$ cat src/rtl/modecfg_port.sv
module modecfg_port #(
  parameter int          NPIN      = 8,
  parameter int          AW        = 16,
  parameter logic [15:0] DIR_ADR   = 16'hFFB0,
  parameter logic [15:0] DATA_ADR  = 16'hFFB2,
  parameter logic [15:0] PULL_ADR  = 16'hFFAC
) (
  input  logic            clk,
  input  logic            rst_n,
  input  logic [1:0]      op_mode,
  input  logic            hw_stby,
  input  logic            sw_stby,
  input  logic [AW-1:0]   bus_addr,
  input  logic [NPIN-1:0] bus_wdata,
  input  logic            bus_we,
  output logic [NPIN-1:0] bus_rdata,
  input  logic [NPIN-1:0] addr_lo,
  input  logic [NPIN-1:0] pin_in,
  output logic [NPIN-1:0] pad_oe,
  output logic [NPIN-1:0] pad_out,
  output logic [NPIN-1:0] pad_pu
);
  localparam logic [NPIN-1:0] ONES = '1;

  logic [NPIN-1:0] dir_q, data_q, pull_q, dir_eff;
  logic            locked, addr_drv, wr_ok;

  assign locked   = (op_mode == 2'd1);
  assign addr_drv = (op_mode == 2'd1) || (op_mode == 2'd2);
  assign wr_ok    = bus_we && !hw_stby;

  always_ff @(posedge clk or negedge rst_n) begin
    if (!rst_n) begin
      dir_q  <= '0;
      data_q <= '0;
      pull_q <= '0;
    end else begin
      if (hw_stby)
        dir_q <= '0;
      else if (wr_ok && bus_addr == DIR_ADR[AW-1:0] && !locked)
        dir_q <= bus_wdata;
      if (wr_ok && bus_addr == DATA_ADR[AW-1:0]) data_q <= bus_wdata;
      if (wr_ok && bus_addr == PULL_ADR[AW-1:0]) pull_q <= bus_wdata;
    end
  end

  assign dir_eff = locked ? ONES : dir_q;
  assign pad_oe  = hw_stby ? '0 : dir_eff;
  assign pad_out = addr_drv ? addr_lo : data_q;
  assign pad_pu  = locked ? '0 : (pull_q & ~dir_eff);

  always_comb begin
    bus_rdata = '0;
    if (bus_addr == DIR_ADR[AW-1:0])       bus_rdata = ONES;
    else if (bus_addr == DATA_ADR[AW-1:0]) bus_rdata = (data_q & dir_eff) | (pin_in & ~dir_eff);
    else if (bus_addr == PULL_ADR[AW-1:0]) bus_rdata = pull_q;
  end


  stby_release_chk: assert property (@(posedge clk) disable iff (!rst_n)
    hw_stby |-> pad_oe == '0);


  addr_mode_drive_chk: assert property (@(posedge clk) disable iff (!rst_n)
    (locked && !hw_stby) |-> (pad_oe == ONES && pad_out == addr_lo));


  pull_vs_drive_chk: assert property (@(posedge clk) disable iff (!rst_n)
    (pad_pu & pad_oe) == '0);


  stby_clear_chk: assert property (@(posedge clk) disable iff (!rst_n)
    (hw_stby && !locked) |=> (hw_stby || pad_oe == '0));


  sw_retain_chk: assert property (@(posedge clk) disable iff (!rst_n)
    (sw_stby && !hw_stby && !(bus_we && bus_addr == DIR_ADR[AW-1:0]))
      |=> (hw_stby || $stable(pad_oe)));


  dir_read_chk: assert property (@(posedge clk) disable iff (!rst_n)
    (bus_addr == DIR_ADR[AW-1:0]) |-> bus_rdata == ONES);
endmodule

$ cat config.mk
export PLATFORM = sky130hd
export DESIGN_NAME = modecfg_port
export DESIGN_NICKNAME = d
export VERILOG_FILES = /design/src/rtl/modecfg_port.sv
export SDC_FILE = /design/constraint.sdc
export NUM_CORES = 1
export LEC_CHECK = 0
export ABC_AREA = 1
export BUFFER_PORTS_ARGS = -buffer_cell sky130_fd_sc_hd__buf_2
export CAP_MARGIN = 20
export CORE_MARGIN = 8
export CORE_UTILIZATION = 23
export DETAILED_ROUTE_END_ITERATION = 16
export SLEW_MARGIN = 10
export SYNTH_ARGS = -nofsm -noshare
export SYNTH_HDL_FRONTEND = slang
export SYNTH_SLANG_ARGS = --single-unit
$ cat constraint.sdc
create_clock -name clk -period 2.8 [get_ports clk]
set_input_delay 0.28 -clock clk [delete_from_list [all_inputs] [get_ports clk]]
set_output_delay 0.28 -clock clk [all_outputs]
set_load 0.01 [all_outputs]
==> metrics.yaml <==
clocking:
  clk_pin_slew_ps: 90
  cts_hold_buf: 0
  cts_made_buffers: 3
  insertion_delay_ps: 270
  numClockSinks: 24
  cts_tree: "done"
  cts_buffer_depth: 2
  post-cts-setup-buffers: 0
  root_buffer: "clkbuf_8"
  htree_levels: 1
  cts_resized: 0
synth:
  yosys.area_share.simple_pct: 40.07
  synthXorXnorAreaFrac_pct: 0
  synth_async_sr_flop_share_pct: 100.0
  synth_fa_ha_area_share_pct: 0.7407
  yosysWarningCount: 0
  syn_avg_cell_area_um2: 6.839
  synthMuxAreaShare_pct: 4.000
  yosysSeqAreaShare_pct: 35.56
  syn_nets: 295
  synthFlopType: "dfrtp_1"
  ys_types: 25
  synth_compound_area_share_pct: 7.111
  synth_top_family_by_area: "simple AND/OR/NAND/NOR gates"
  synth-edff-count: 0
  netlist_instances: 247
  synth_area_um2: 1689
  yosys_register_bits: 24
routing:
  drt_first_pass_iters: 4
  drt-wirelength-per-cell_um: 13.09
  totalWireLength_mm: 5.496
  drt_iter0_drc: 68
  ant_nets: 0
  drc: 0
  vias_per_cell: 3.993
  vias: 1677
global_route:
  grt_overflow_total: 0
  antenna_found_initial: 0
  grt_pass1_wl_mm: 8.825
  grt_start_max_net_pins: 25
  track_usage_pct: 11.13
  grt_pass1_vias: 1705
sta:
  slew_headroom_pct: 61.71
  fmax_mhz: 539.1
  fin_tns_setup_ps: 0
  hold_viol: 18
  clock_skew_ps: 0
  tightestPinTransition_ps: 574.3
  finalSetupViolCount: 0
  fin_crit_ps: 1855
  holdWs_ps: -6.976
  slew_viol_final: 0
  final.period_utilization_pct: 66.25
  rsz0062_at_grt: "false"
critical_path:
  path_buf_inv: 2
  crit_required_ps: 2520
  cp.arrival_ps: 1580
  r2r-start: "dir_q[2]$_DFFE_PN0P_"
  endpoint: "bus_rdata[2]"
  cpMostUsedCell: "buf_2"
  crit_cells: 8
  end_kind: "primary output"
  startpoint_type: "input port"
  slowest_stage: "and2_1"
  critPathTopFamily: "simple AND/OR/NAND/NOR gates"
  critical_path.startpoint: "bus_addr[6]"
  r2r_cells: 4
  worstPathMaxFanout: 8
  worstPathCellList: "buf_2 > nor2_2 > nand2_2 > nor2_1 > and2_1 > nand2_1 > nand3_1 > buf_2"
  critPathKind: "input port to primary output"
  rrSetupSlack_ps: 2080
  cp_slowest_stage_delay_ps: 450
  r2r_end: "dir_q[2]$_DFFE_PN0P_"
placed_design:
  routabilityCongestion: 0.7235
  hpwl_mm: 4.101
  io_buffers: 77
  place_area_um2: 2145
layout:
  drive_gt1_share_pct: 34.89
  layout_common_cells: "80 x nand2_1, 77 x buf_2, 43 x nor2_1"
  final_area_um2: 2200
  diodes: 0
  seqCellArea_um2: 600.6
  final_common_cell: "nand2_1"
  nets: 370
  multi_input_area_um2: 877.1
  nFillCells: 801
  area_growth_pct: 30.22
pwr:
  p_leak_nw: 1.362
  power_density_nw_per_um2: 332.4
  ir_worst_vdd_mv: 0.1532
floorplan:
  die_area_um2: 10340
  die_h_um: 101.7
  core_area_um2: 7176
  row_count: 31
  start_util_pct: 23.54
  io_pins: 79
  die_w_um: 101.7
outcome:
  violations: "negative hold slack"
  status: "complete, but fails checks"
job:
  drv_cap: 0
hold_path:
  hold_class: "input port to async pin"
==> final cells by class <==
type                       instances  share of cell area, %
clock buffer                       4                  2.503
inverter                          42                  7.167
multi-input combinational        174                  39.87
sequential                        24                  27.30
tap                               99                  5.631
timing repair buffer              77                  17.52
==> sequential cells by signal, summed over array words and instances, names as in the netlist <==
signal and count:
data_q 8, pull_q 8, dir_q 8
==> worst min-delay path by stage <==
| stage | depth (start not counted) | from | slack, ps | end |
|---|---|---|---|---|
| 2_1_floorplan | 0 | rst_n | -20 | data_q[0]$_DFFE_PN0P_ |
| 5_1_grt | 1 | rst_n | 40 | pull_q[0]$_DFFE_PN0P_ |
| 6_report | 1 | rst_n | -7 | pull_q[0]$_DFFE_PN0P_ |
| 3_3_place_gp | 1 | rst_n | 310 | pull_q[0]$_DFFE_PN0P_ |
| 3_5_place_dp | 1 | rst_n | 320 | pull_q[0]$_DFFE_PN0P_ |
| 4_1_cts | 1 | rst_n | 10 | pull_q[4]$_DFFE_PN0P_ |
==> cell usage after synthesis, types with 3 or more instances <==
master	n	area, um2
dfrtp_1	24	600.6
nor2_2	5	31.28
nand2_1	80	300.3
o21ai_1	5	25.02
nor2_1	43	161.4
buf_6	3	33.78
o21ai_0	3	15.01
mux2_2	6	67.56
inv_2	3	11.26
buf_2	4	20.02
nand3_1	8	40.04
inv_1	39	146.4
o21ai_2	8	70.07
==> where the power goes <==
part	leakage (nW)	internal, mW	switching (mW)
registers	0.304	0.346	0.0000333
clock network	0.0288	0.126	0.121
logic	1.03	0.0580	0.0801
total	1.36	0.530	0.201
==> layer usage <==
metal	global-route usage [%]	vias up	wire length [um]
met5	0	-	0
met2	18.86	52	2586
met1	13.65	735	2414
met3	2.749	5	450
li1	-	885	-
met4	2.864	0	45
==> kinds of logic after synthesis <==
| family | after synthesis |
|---|---|
| muxes | 6 |
| DFF | 24 |
| buffers and inverters | 49 |
| and+or+nand+nor | 149 |
| adders and majority gates | 1 |
| AOI/OAI and AO/OA | 18 |
==> stage by stage <==
stage / power, mW / cells / setup slack [ps] / utilization (%)
4_1_cts: 0.7524 / 420 / 907.5 / 30.65
2_1_floorplan: 0.4201 / 247 / 1414 / -
3_3_place_gp: 0.4937 / 416 / 900.8 / 29.89
3_5_place_dp: 0.4960 / 416 / 917.6 / 29.89
6_report: 0.7312 / 420 / 945.0 / 30.65
5_1_grt: 0.7693 / 420 / 712.9 / 30.65
==> worst register-to-register path: cells and delay by family, from the launching register on <==
kind	cells	cell delay, ps
DFF	1	410
and+or+nand+nor	3	140
buffers and inverters	1	60
No activity file was read; power rests on OpenSTA's default activity.
